[src/rtl/cdt_pkg.sv]
package cdt_pkg;
  localparam int unsigned BUS_W  = 32;
  localparam int unsigned ADDR_W = 4;

  localparam logic [ADDR_W-1:0] OFS_START = 4'h0;
  localparam logic [ADDR_W-1:0] OFS_COUNT = 4'h4;
  localparam logic [ADDR_W-1:0] OFS_CTRL  = 4'h8;
  localparam logic [ADDR_W-1:0] OFS_ACK   = 4'hC;

  localparam int unsigned BIT_RUN  = 7;
  localparam int unsigned BIT_AUTO = 6;
  localparam int unsigned BIT_FAST = 3;

  typedef struct packed {
    logic run;
    logic auto_reload;
    logic fast_sel;
  } ctrl_t;

  function automatic ctrl_t word_to_ctrl(input logic [BUS_W-1:0] w);
    ctrl_t c;
    c.run         = w[BIT_RUN];
    c.auto_reload = w[BIT_AUTO];
    c.fast_sel    = w[BIT_FAST];
    return c;
  endfunction

  function automatic logic [BUS_W-1:0] ctrl_to_word(input ctrl_t c);
    logic [BUS_W-1:0] w;
    w = '0;
    w[BIT_RUN]  = c.run;
    w[BIT_AUTO] = c.auto_reload;
    w[BIT_FAST] = c.fast_sel;
    return w;
  endfunction
endpackage

[src/rtl/cdt_regs.sv]
module cdt_regs
  import cdt_pkg::*;
#(
  parameter int unsigned CNT_W = 32
) (
  input  logic              clk,
  input  logic              rst_n,
  input  logic              bus_wr,
  input  logic [ADDR_W-1:0] bus_addr,
  input  logic [BUS_W-1:0]  bus_wdata,
  input  logic [CNT_W-1:0]  count,
  output logic [CNT_W-1:0]  start_q,
  output ctrl_t             ctrl_q,
  output logic              start_wr,
  output logic              ack_wr,
  output logic [CNT_W-1:0]  start_val,
  output logic [BUS_W-1:0]  bus_rdata
);
  function automatic logic [BUS_W-1:0] widen(input logic [CNT_W-1:0] v);
    logic [BUS_W-1:0] r;
    r = '0;
    r[CNT_W-1:0] = v;
    return r;
  endfunction

  logic ctrl_wr;

  assign start_wr  = bus_wr && (bus_addr == OFS_START);
  assign ctrl_wr   = bus_wr && (bus_addr == OFS_CTRL);
  assign ack_wr    = bus_wr && (bus_addr == OFS_ACK);
  assign start_val = bus_wdata[CNT_W-1:0];

  always_ff @(posedge clk or negedge rst_n) begin
    if (!rst_n) begin
      start_q <= '0;
      ctrl_q  <= '0;
    end else begin
      if (start_wr) start_q <= start_val;
      if (ctrl_wr)  ctrl_q  <= word_to_ctrl(bus_wdata);
    end
  end

  always_comb begin
    unique case (bus_addr)
      OFS_START: bus_rdata = widen(start_q);
      OFS_COUNT: bus_rdata = widen(count);
      OFS_CTRL:  bus_rdata = ctrl_to_word(ctrl_q);
      default:   bus_rdata = '0;
    endcase
  end
endmodule

[src/rtl/cdt_counter.sv]
module cdt_counter
  import cdt_pkg::*;
#(
  parameter int unsigned CNT_W = 32
) (
  input  logic             clk,
  input  logic             rst_n,
  input  logic             tick_fast,
  input  logic             tick_slow,
  input  ctrl_t            ctrl,
  input  logic             start_wr,
  input  logic [CNT_W-1:0] start_val,
  input  logic [CNT_W-1:0] start_q,
  output logic [CNT_W-1:0] count_q,
  output logic             step,
  output logic             underflow
);
  localparam logic [CNT_W-1:0] ALL_ONES = {CNT_W{1'b1}};

  function automatic logic [CNT_W-1:0] after_tick(
    input logic [CNT_W-1:0] cur,
    input logic [CNT_W-1:0] start,
    input logic             auto_reload
  );
    if (cur != '0) return cur - 1'b1;
    return auto_reload ? start : ALL_ONES;
  endfunction

  logic tick_sel;

  assign tick_sel  = ctrl.fast_sel ? tick_fast : tick_slow;
  assign step      = ctrl.run && tick_sel;
  assign underflow = step && !start_wr && (count_q == '0);

  always_ff @(posedge clk or negedge rst_n) begin
    if (!rst_n)        count_q <= '0;
    else if (start_wr) count_q <= start_val;
    else if (step)     count_q <= after_tick(count_q, start_q, ctrl.auto_reload);
  end
endmodule

[src/rtl/cdt_irq.sv]
module cdt_irq (
  input  logic clk,
  input  logic rst_n,
  input  logic underflow,
  input  logic ack_wr,
  output logic pending_q
);
  always_ff @(posedge clk or negedge rst_n) begin
    if (!rst_n)         pending_q <= 1'b0;
    else if (underflow) pending_q <= 1'b1;
    else if (ack_wr)    pending_q <= 1'b0;
  end
endmodule

[src/rtl/cdt_channel.sv]
module cdt_channel
  import cdt_pkg::*;
#(
  parameter int unsigned CNT_W = 32
) (
  input  logic              clk,
  input  logic              rst_n,
  input  logic              tick_fast,
  input  logic              tick_slow,
  input  logic              bus_wr,
  input  logic [ADDR_W-1:0] bus_addr,
  input  logic [BUS_W-1:0]  bus_wdata,
  output logic [BUS_W-1:0]  bus_rdata,
  output logic              irq
);
  logic [CNT_W-1:0] count_q;
  logic [CNT_W-1:0] start_q;
  logic [CNT_W-1:0] start_val;
  ctrl_t            ctrl_q;
  logic             start_wr;
  logic             ack_wr;
  logic             step;
  logic             underflow;

  generate
    if (CNT_W < 2 || CNT_W > BUS_W) begin : g_bad_width
      initial $error("cdt_channel: CNT_W out of range");
    end
  endgenerate

  cdt_regs #(.CNT_W(CNT_W)) u_regs (
    .clk       (clk),
    .rst_n     (rst_n),
    .bus_wr    (bus_wr),
    .bus_addr  (bus_addr),
    .bus_wdata (bus_wdata),
    .count     (count_q),
    .start_q   (start_q),
    .ctrl_q    (ctrl_q),
    .start_wr  (start_wr),
    .ack_wr    (ack_wr),
    .start_val (start_val),
    .bus_rdata (bus_rdata)
  );

  cdt_counter #(.CNT_W(CNT_W)) u_counter (
    .clk       (clk),
    .rst_n     (rst_n),
    .tick_fast (tick_fast),
    .tick_slow (tick_slow),
    .ctrl      (ctrl_q),
    .start_wr  (start_wr),
    .start_val (start_val),
    .start_q   (start_q),
    .count_q   (count_q),
    .step      (step),
    .underflow (underflow)
  );

  cdt_irq u_irq (
    .clk       (clk),
    .rst_n     (rst_n),
    .underflow (underflow),
    .ack_wr    (ack_wr),
    .pending_q (irq)
  );
endmodule

[config.mk]
export PLATFORM = sky130hd
export DESIGN_NAME = cdt_channel
export DESIGN_NICKNAME = d
export VERILOG_FILES = /design/src/rtl/cdt_pkg.sv /design/src/rtl/cdt_regs.sv /design/src/rtl/cdt_counter.sv /design/src/rtl/cdt_irq.sv /design/src/rtl/cdt_channel.sv
export SDC_FILE = /design/constraint.sdc
export NUM_CORES = 1
export LEC_CHECK = 0
export BUFFER_PORTS_ARGS = -buffer_cell sky130_fd_sc_hd__buf_2
export CORE_MARGIN = 3
export CORE_UTILIZATION = 51
export CTS_CLUSTER_DIAMETER = 200
export CTS_CLUSTER_SIZE = 20
export DETAILED_ROUTE_END_ITERATION = 6
export PLACE_DENSITY = 0.8
export RECOVER_POWER = 100
export SETUP_SLACK_MARGIN = 0.2
export SYNTH_ARGS = -nofsm -noshare
export SYNTH_HDL_FRONTEND = slang
export SYNTH_SLANG_ARGS = --single-unit
[constraint.sdc]
create_clock -name clk -period 2.1 [get_ports clk]
set_input_delay 0.21 -clock clk [delete_from_list [all_inputs] [get_ports clk]]
set_output_delay 0.21 -clock clk [all_outputs]
set_load 0.005 [all_outputs]
==> results of run 1 <==
==> layout by cell type (no fill, tap or decap), types with 5 or more instances in the layout <==
master,count
sky130_fd_sc_hd__nand2_1,133
sky130_fd_sc_hd__dfrtp_1,66
sky130_fd_sc_hd__buf_2,63
sky130_fd_sc_hd__buf_4,47
sky130_fd_sc_hd__a22o_1,29
sky130_fd_sc_hd__nand2b_1,16
sky130_fd_sc_hd__o21ai_1,16
sky130_fd_sc_hd__nor2_1,15
sky130_fd_sc_hd__nor3_1,14
sky130_fd_sc_hd__xnor2_1,14
sky130_fd_sc_hd__clkbuf_1,12
sky130_fd_sc_hd__inv_1,10
sky130_fd_sc_hd__a22oi_1,10
sky130_fd_sc_hd__o211ai_1,10
sky130_fd_sc_hd__nand4_1,9
sky130_fd_sc_hd__clkbuf_8,9
sky130_fd_sc_hd__o21ai_0,8
sky130_fd_sc_hd__nor2b_1,8
sky130_fd_sc_hd__o211ai_2,8
sky130_fd_sc_hd__nand3_1,6
sky130_fd_sc_hd__nor4_1,6
sky130_fd_sc_hd__o311a_1,6
sky130_fd_sc_hd__or3_1,5
sky130_fd_sc_hd__nor3_2,5
==> sequential cells by signal (all words and copies together) (netlist names) <==
name               cells
u_counter.count_q     32
u_irq.pending_q        1
u_regs.ctrl_q          3
u_regs.start_q        32
==> layer usage <==
metal  share of wire, %  vias to the layer above  track usage, %
met1                 40                     2224           34.39
li1                   -                     2057               -
met5                  0                        -               0
met2                 52                      186           46.49
met4                2.2                        0           10.29
met3                6.0                       35           4.246
==> logic make-up (layout without fill, tap and decap cells) <==
group,after synthesis,count (layout),share of synthesized area (%)
mux,15,15,3.561
buf+inv,45,160,4.843
fa+ha+maj,2,2,0.5697
compound gates,119,119,21.80
xor+xnor,17,17,3.390
flops,68,68,38.75
simple gates,242,244,27.09
==> power by group through the flow <==
stage	combinational [mW]	sequential [mW]	clock [mW]
global placement	2.47	2.13	0
finish	2.92	2.18	1.33
global route	3.16	2.23	1.39
floorplan	1.74	2.09	0
detailed placement	2.56	2.16	0
CTS	2.69	2.15	1.33
==> worst max-delay path, cell delays in order, from the launching register on <==
cell and delay, ns:
sky130_fd_sc_hd__dfrtp_1 0.40, sky130_fd_sc_hd__or4_4 0.57, sky130_fd_sc_hd__nor4_4 0.27, sky130_fd_sc_hd__and3_4 0.29, sky130_fd_sc_hd__buf_12 0.16, sky130_fd_sc_hd__mux2i_2 0.24, sky130_fd_sc_hd__o211ai_2 0.09
==> worst paths after layout <==
path / slack [ns] / from / end / depth (start not counted)
max: -0.04 / u_counter.count_q[30] / u_counter.count_q[4] / 6
max reg2reg: -0.04 / u_counter.count_q[30] / u_counter.count_q[4] / 6
min in group asynchronous: 0.76 / rst_n / u_regs.start_q[21] / 2
min: 0.07 / bus_wdata[31] / u_regs.start_q[31] / 3
max in group asynchronous: 0.25 / rst_n / u_counter.count_q[8] / 3
min reg2reg: 0.50 / u_regs.start_q[8] / u_regs.start_q[8] / 2
==> cell type report <==
cell class	instances	area, µm²
flip-flops and latches	68	1704
inverters	10	37.54
repair buffers	134	868.3
well taps	105	131.4
clock inverters	7	115.1
multi-input cells	397	2663
fillers	656	2656
clock buffers	9	123.9
==> repair_timing <==
action	4_1_cts	5_1_grt
setup endpoints to repair	33	34
pin swaps	7	9
cloned	1	1
hold buffers	1	0
resized for setup	15	20
endpoints found under the hold margin	26	0
buffers inserted	8	7
==> stage by stage <==
step	total power, mW	hold slack, ns	cell area [µm²]	worst slack (ns)	util [%]
after detailed placement	4.721	0.2696	5157	-0.05118	62.14
after floorplan	3.826	-0.08559	4423	-0.08243	-
after CTS	6.170	0.06804	5540	0.005815	66.76
after global placement	4.596	0.2566	5157	-0.004185	62.14
after global routing	6.780	0.08184	5643	-0.09386	67.99
final	6.423	0.07215	5643	-0.03806	67.99
==> load_flow_metrics.sql, run 1 <==
INSERT INTO impl_metrics (metric_group, metric, value, unit) VALUES
('yosys', 'synth_enable_flop_cells', '0', ''),
('global_routing', 'grt_util_overall', '27.11', '%'),
('detailed_routing', 'drtPass1Iterations', '5', ''),
('global_routing', 'number_of_antenna_violations_at_the_first_check_in_global_routing', '0', ''),
('critical_path', 'crit_type', 'reg2reg', ''),
('yosys', 'ys_dominant_reg_cell', 'sky130_fd_sc_hd__dfrtp_1', ''),
('critical_path', 'endpoint_kind', 'register', ''),
('cts', 'insertion_delay', '0.35', 'ns'),
('timing', 'timing.clock.skew', '0.007792', 'ns'),
('yosys', 'mappedNetlistArea', '4392', 'µm²'),
('yosys', 'gate_count_of_the_mapped_netlist', '508', ''),
('cts', 'cts_htree_levels', '3', ''),
('timing', 'finalMaxSlewViolations', '0', ''),
('cts', 'cts_root_buffer', 'sky130_fd_sc_hd__clkbuf_8', ''),
('yosys', 'yosysWarnings', '0', ''),
('yosys', 'synth-seq-area-share', '38.75', '%'),
('timing', 'fmax', '467.7', 'MHz'),
('critical_path', 'cp_data_arrival_time', '2.37', 'ns'),
('run_status', 'status', 'complete, but fails checks', ''),
('yosys', 'synth.net_count', '551', ''),
('yosys', 'yosysTopAreaCell', 'sky130_fd_sc_hd__dfrtp_1', ''),
('timing', 'post-route-period-util', '101.8', '%'),
('cts', 'cts_tree', 'built', ''),
('power', 'comb_power_share', '45.4', '%'),
('timing', 'setup_violations', '14', ''),
('die', 'die_x', '98.80', 'µm'),
('global_routing', 'grt_max_degree', '43', ''),
('timing', 'rsz0062_at_grt', 'yes', ''),
('yosys', 'top_cell_type_s_share_of_synthesized_area', '38.75', '%'),
('placed_design', 'dpl.hpwl', '8812', 'µm'),
('final_layout', 'drive_above_1_share', '31.04', '%'),
('detailed_routing', 'ant_nets', '0', ''),
('power', 'clockPowerShare', '20.7', '%'),
('critical_path', 'critical_path_peak_fanout', '9', ''),
('detailed_routing', 'avgViaCountPerCell', '6.167', ''),
('timing', 'post-route-min-period', '2.138', 'ns'),
('power', 'internal_power', '3.880', 'mW'),
('cts', 'cts-buffers-inserted', '9', ''),
('run', 'maxCapViolCount', '1', ''),
('die', 'floorplan.rows', '33', ''),
('yosys', 'synth_seq_cells', '68', ''),
('critical_path', 'setup.worst_path.start_class', 'register', ''),
('timing', 'tightest_slew', '1.498', 'ns'),
('detailed_routing', 'drc_violations', '0', ''),
('run_status', 'failed_checks', 'capacitance limit, setup timing', ''),
('critical_path', 'critPathRequiredTime', '2.33', 'ns'),
('final_layout', 'area.growth.synth_to_final', '28.49', '%'),
('placed_design', 'placed_cells', '696', ''),
('cts', 'clk_path_buf_depth', '2', ''),
('global_routing', 'overflow_left_after_global_routing', '0', ''),
('yosys', 'synth_common_cells', 'sky130_fd_sc_hd__nand2_1 (134), sky130_fd_sc_hd__dfrtp_1 (68), sky130_fd_sc_hd__a22o_1 (29)', ''),
('global_routing', 'global_route_wire_length_before_repair', '21800', 'µm'),
('cts', 'clock_sink_total', '68', ''),
('final_layout', 'finish.net_count', '663', ''),
('yosys', 'avgSynthCellArea', '8.645', 'µm²'),
('power', 'power.net_switching', '2.543', 'mW'),
('power', 'power.sequential.fraction', '33.9', '%'),
('placed_design', 'port_buffers', '73', ''),
('power', 'power_per_cell_area', '1138', 'nW/µm²'),
('die', 'placeableCoreArea', '8299', 'µm²'),
('yosys', 'yosys-top-cells-area', 'sky130_fd_sc_hd__dfrtp_1 (39%), sky130_fd_sc_hd__nand2_1 (11%), sky130_fd_sc_hd__a22o_1 (5.8%)', ''),
('power', 'leakage', '2.567', 'nW'),
('detailed_routing', 'route.detailed.wl_per_inst', '18.49', 'µm'),
('die', 'die_area', '9760', 'µm²'),
('timing', 'setup_ws', '-0.03806', 'ns'),
('detailed_routing', 'first_iter_violations', '286', ''),
('power', 'p_sw_share', '39.59', '%'),
('die', 'die_y', '98.80', 'µm'),
('global_routing', 'vias_in_the_first_global_route', '4468', ''),
('power', 'ir_drop', '0.7278', 'mV'),
('die', 'starting_density', '52.92', '%');
(Power assumes the default switching activity.)
==> run 2, diff against run 1 <==
--- a/config.mk
+++ b/config.mk
@@ -5,13 +5,14 @@
 export SDC_FILE = /design/constraint.sdc
 export NUM_CORES = 1
 export LEC_CHECK = 0
+export ABC_AREA = 1
 export BUFFER_PORTS_ARGS = -buffer_cell sky130_fd_sc_hd__buf_2
 export CORE_MARGIN = 3
-export CORE_UTILIZATION = 51
+export CORE_UTILIZATION = 52
 export CTS_CLUSTER_DIAMETER = 200
 export CTS_CLUSTER_SIZE = 20
 export DETAILED_ROUTE_END_ITERATION = 6
-export PLACE_DENSITY = 0.8
+export PLACE_DENSITY = 0.81
 export RECOVER_POWER = 100
 export SETUP_SLACK_MARGIN = 0.2
 export SYNTH_ARGS = -nofsm -noshare
==> load_flow_metrics.sql, run 2 <==
INSERT INTO impl_metrics (metric_group, metric, value, unit) VALUES
('critical_path', 'critical-path-slowest-cell', 'sky130_fd_sc_hd__dfrtp_1', ''),
('critical_path', 'crit_path_frequent_cell', 'sky130_fd_sc_hd__nand2_1', ''),
('yosys', 'gate_count_of_the_mapped_netlist', '693', ''),
('timing', 'post-route-period-util', '89.04', '%'),
('placed_design', 'port_buffers', '73', ''),
('yosys', 'synth_top_family_by_area', 'simple AND/OR/NAND/NOR gates', ''),
('final_layout', 'final_cell_count_no_fill', '907', ''),
('yosys', 'yosys-top-cells-area', 'sky130_fd_sc_hd__dfrtp_1 (38%), sky130_fd_sc_hd__nand2_1 (16%), sky130_fd_sc_hd__nor2_1 (8.4%)', ''),
('timing', 'hold_viol', '0', ''),
('final_layout', 'finish.net_count', '841', ''),
('die', 'die_y', '99.38', 'µm'),
('timing', 'tightest_slew', '1.114', 'ns'),
('detailed_routing', 'finalWirelength', '14510', 'µm'),
('critical_path', 'critPathRequiredTime', '2.38', 'ns'),
('detailed_routing', 'first_iter_violations', '344', ''),
('global_routing', 'overflow_left_after_global_routing', '0', ''),
('yosys', 'avgSynthCellArea', '6.543', 'µm²'),
('yosys', 'yosys.area_share.simple', '32.37', '%'),
('critical_path', 'cp_data_arrival_time', '2.15', 'ns'),
('worst_hold_path', 'holdCritStartpoint', 'bus_wdata[1]', ''),
('worst_hold_path', 'worstHoldPathCells', '3', ''),
('global_routing', 'grt_max_degree', '69', ''),
('final_layout', 'final_cell_mix', 'sky130_fd_sc_hd__nand2_1 (193), sky130_fd_sc_hd__inv_1 (82), sky130_fd_sc_hd__nor2_1 (75), sky130_fd_sc_hd__o21ai_0 (69), sky130_fd_sc_hd__dfrtp_1 (65)', ''),
('detailed_routing', 'ant_nets', '0', ''),
('final_layout', 'drive_above_1_share', '20.32', '%'),
('placed_design', 'placed_cells', '882', ''),
('critical_path', 'r2r_cells', '11', ''),
('timing', 'setup_violations', '0', ''),
('critical_path', 'endpoint_kind', 'register', ''),
('critical_path', 'critical_path.max_stage_delay', '0.47', 'ns'),
('power', 'leakage', '2.706', 'nW'),
('cts', 'clkSlewWorstSetupHoldPaths', '0.09', 'ns'),
('yosys', 'number_of_unique_standard_cell_types_used_by_synthesis', '33', ''),
('global_routing', 'gr-usage-met2', '50.46', '%'),
('final_layout', 'fillerInstances', '808', ''),
('yosys', 'top_cell_type_s_share_of_synthesized_area', '37.53', '%'),
('yosys', 'yosysMostFrequentCell', 'sky130_fd_sc_hd__nand2_1', ''),
('die', 'die_area', '9876', 'µm²'),
('cts', 'cts_htree_levels', '3', ''),
('timing', 'rsz0062_at_grt', 'yes', ''),
('yosys', 'synth_compound_gate_area_share', '17.41', '%'),
('global_routing', 'grt.busiest_layer', 'met2', ''),
('final_layout', 'largest_registers', 'u_counter.count_q: 32 flops, u_regs.start_q: 32 flops, u_regs.ctrl_q: 3 flops', ''),
('yosys', 'yosysWarnings', '0', ''),
('cts', 'cts-buffers-inserted', '9', ''),
('global_routing', 'globalRouteMet3Util', '6.101', '%'),
('yosys', 'synth_async_sr_flop_share', '100.0', '%'),
('critical_path', 'critical_path_peak_fanout', '5', ''),
('global_routing', 'vias_in_the_first_global_route', '5009', ''),
('detailed_routing', 'detailroute.via_count', '4990', ''),
('cts', 'clock_sink_total', '68', ''),
('yosys', 'mappedNetlistArea', '4534', 'µm²'),
('yosys', 'synth_common_cells', 'sky130_fd_sc_hd__nand2_1 (199), sky130_fd_sc_hd__nor2_1 (102), sky130_fd_sc_hd__inv_1 (86)', ''),
('global_routing', 'use_met1', '41.22', '%'),
('power', 'ir_drop', '0.5456', 'mV'),
('global_routing', 'global_route_wire_length_before_repair', '24360', 'µm'),
('timing', 'finalMaxSlewViolations', '0', ''),
('die', 'number_of_primary_i_o_pins', '74', ''),
('critical_path', 'reg2reg_setup_slack', '0.23', 'ns'),
('run_status', 'status', 'complete, no violations', ''),
('die', 'placeableCoreArea', '8341', 'µm²'),
('detailed_routing', 'route.detailed.wl_per_inst', '15.99', 'µm'),
('cts', 'clk_path_buf_depth', '2', ''),
('worst_hold_path', 'worst_hold_path.endpoint', 'u_regs.start_q[1]', ''),
('cts', 'insertion_delay', '0.36', 'ns'),
('yosys', 'synth_seq_cells', '68', ''),
('global_routing', 'grt_util_overall', '30.87', '%'),
('yosys', 'post_synth_mux_area_share', '0.2483', '%'),
('global_routing', 'number_of_antenna_violations_at_the_first_check_in_global_routing', '0', ''),
('detailed_routing', 'avgViaCountPerCell', '5.502', ''),
('cts', 'cts_root_buffer', 'sky130_fd_sc_hd__clkbuf_8', ''),
('yosys', 'synthAdderAreaFrac', '0.5519', '%'),
('timing', 'fmax', '534.8', 'MHz'),
('power', 'power_per_cell_area', '1020', 'nW/µm²'),
('final_layout', 'mostFrequentLayoutCell', 'sky130_fd_sc_hd__nand2_1', ''),
('timing', 'worst_slew_margin_rel', '25.73', '%'),
('critical_path', 'crit_type', 'reg2reg', ''),
('die', 'die_x', '99.38', 'µm'),
('die', 'starting_density', '54.37', '%'),
('yosys', 'ys_dominant_reg_cell', 'sky130_fd_sc_hd__dfrtp_1', ''),
('yosys', 'yosysTopAreaCell', 'sky130_fd_sc_hd__dfrtp_1', ''),
('worst_hold_path', 'holdCritPathClass', 'in2reg', ''),
('final_layout', 'area.growth.synth_to_final', '22.93', '%'),
('run', 'maxCapViolCount', '0', ''),
('critical_path', 'setup.worst_path.start_class', 'register', ''),
('yosys', 'synth_enable_flop_cells', '0', ''),
('placed_design', 'dpl.hpwl', '10600', 'µm'),
('detailed_routing', 'drtPass1Iterations', '5', ''),
('critical_path', 'cp_cell_sequence', 'nor2_1 > nand2_1 > buf_6 > nor2_2 > nand2_1 > nor2_4 > clkbuf_1 > o21ai_0 > nand2_1 > nand2_1 > a21oi_1', ''),
('yosys', 'synth_xor_xnor_area_share', '1.159', '%'),
('cts', 'cts_tree', 'built', ''),
('die', 'floorplan.rows', '33', ''),
('timing', 'setup-tns-final', '0', 'ns'),
('yosys', 'synth-seq-area-share', '37.53', '%'),
('critical_path', 'worst_r2r_startpoint', 'u_counter.count_q[4]', ''),
('final_layout', 'antenna_cells', '0', ''),
('placed_design', 'globalplace.congestion', '0.9833', ''),
('timing', 'timing.clock.skew', '0.01565', 'ns'),
('yosys', 'synth.net_count', '736', ''),
('critical_path', 'crit-reg2reg-capture', 'u_counter.count_q[25]', ''),
('detailed_routing', 'drc_violations', '0', ''),
('timing', 'post-route-min-period', '1.870', 'ns');
==> run 2: worst max-delay path by stage <==
stage                         start               endpoint  cells past startpoint
2_1_floorplan  u_counter.count_q[0]  u_counter.count_q[13]                      8
3_3_place_gp   u_counter.count_q[0]  u_counter.count_q[24]                     10
3_5_place_dp   u_counter.count_q[0]  u_counter.count_q[24]                     10
4_1_cts        u_counter.count_q[1]  u_counter.count_q[26]                     10
5_1_grt        u_counter.count_q[1]  u_counter.count_q[12]                     10
6_report       u_counter.count_q[4]  u_counter.count_q[25]                     11
==> run 2: cell type report <==
cell class              count  area (µm²)  share of cell area, %
repair buffers            118       700.7                  12.57
multi-input cells         512        2486                  44.60
flip-flops and latches     68        1705                  30.59
clock inverters             6       90.09                  1.616
clock buffers               9       123.9                  2.222
inverters                  89       336.6                  6.038
well taps                 105       131.4                  2.357
==> run 2: cell families after synthesis <==
| family | Yosys count |
|---|---|
| AO/OA/AOI/OAI | 144 |
| XOR/XNOR | 6 |
| adder cells (fa/ha/maj) | 2 |
| buffers and inverters | 113 |
| flip-flops | 68 |
| multiplexers | 1 |
| AND/OR/NAND/NOR | 359 |
==> run 2: per-stage QoR <==
| stage | setup slack [ns] | instance area (µm²) | power, mW | hold slack [ns] | util, % |
|---|---|---|---|---|---|
| 2_1_floorplan | 0.4757 | 4534 | 3.454 | -0.08559 | - |
| 3_3_place_gp | 0.1900 | 5166 | 4.186 | 0.2641 | 61.94 |
| 3_5_place_dp | 0.08342 | 5166 | 4.256 | 0.2685 | 61.94 |
| 4_1_cts | 0.2184 | 5405 | 5.504 | 0.05755 | 64.81 |
| 5_1_grt | 0.06939 | 5574 | 6.113 | 0.07864 | 66.83 |
| 6_report | 0.2301 | 5574 | 5.688 | 0.06866 | 66.83 |
==> run 2: where the power goes <==
group / internal (mW) / switching (mW) / leakage [nW]
registers: 1.74 / 0.401 / 0.789
clock network: 0.664 / 0.557 / 0.105
logic: 0.919 / 1.41 / 1.81
==> run 2: routing by layer <==
layer / share of wire (%) / up-vias
met5: 0 / -
met4: 2.4 / 0
met3: 7.7 / 30
met2: 46 / 203
met1: 44 / 2323
li1: - / 2434
==> run 2: repair_timing <==
| action | 4_1_cts | 5_1_grt |
|---|---|---|
| pin swaps | 1 | 3 |
| hold endpoints to repair | 68 | 0 |
| setup endpoints to repair | 24 | 33 |
| gates resized for setup | 5 | 60 |
| hold buffers | 1 | 0 |
| buffers inserted | 0 | 9 |
| gates cloned | 0 | 0 |
==> run 2: worst max-delay path: cells and delay by family (launching register included) <==
kind / cells / cell delay (ns)
AND/OR/NAND/NOR: 7 / 0.75
AO/OA/AOI/OAI: 2 / 0.26
flip-flops: 1 / 0.47
buffers and inverters: 2 / 0.32
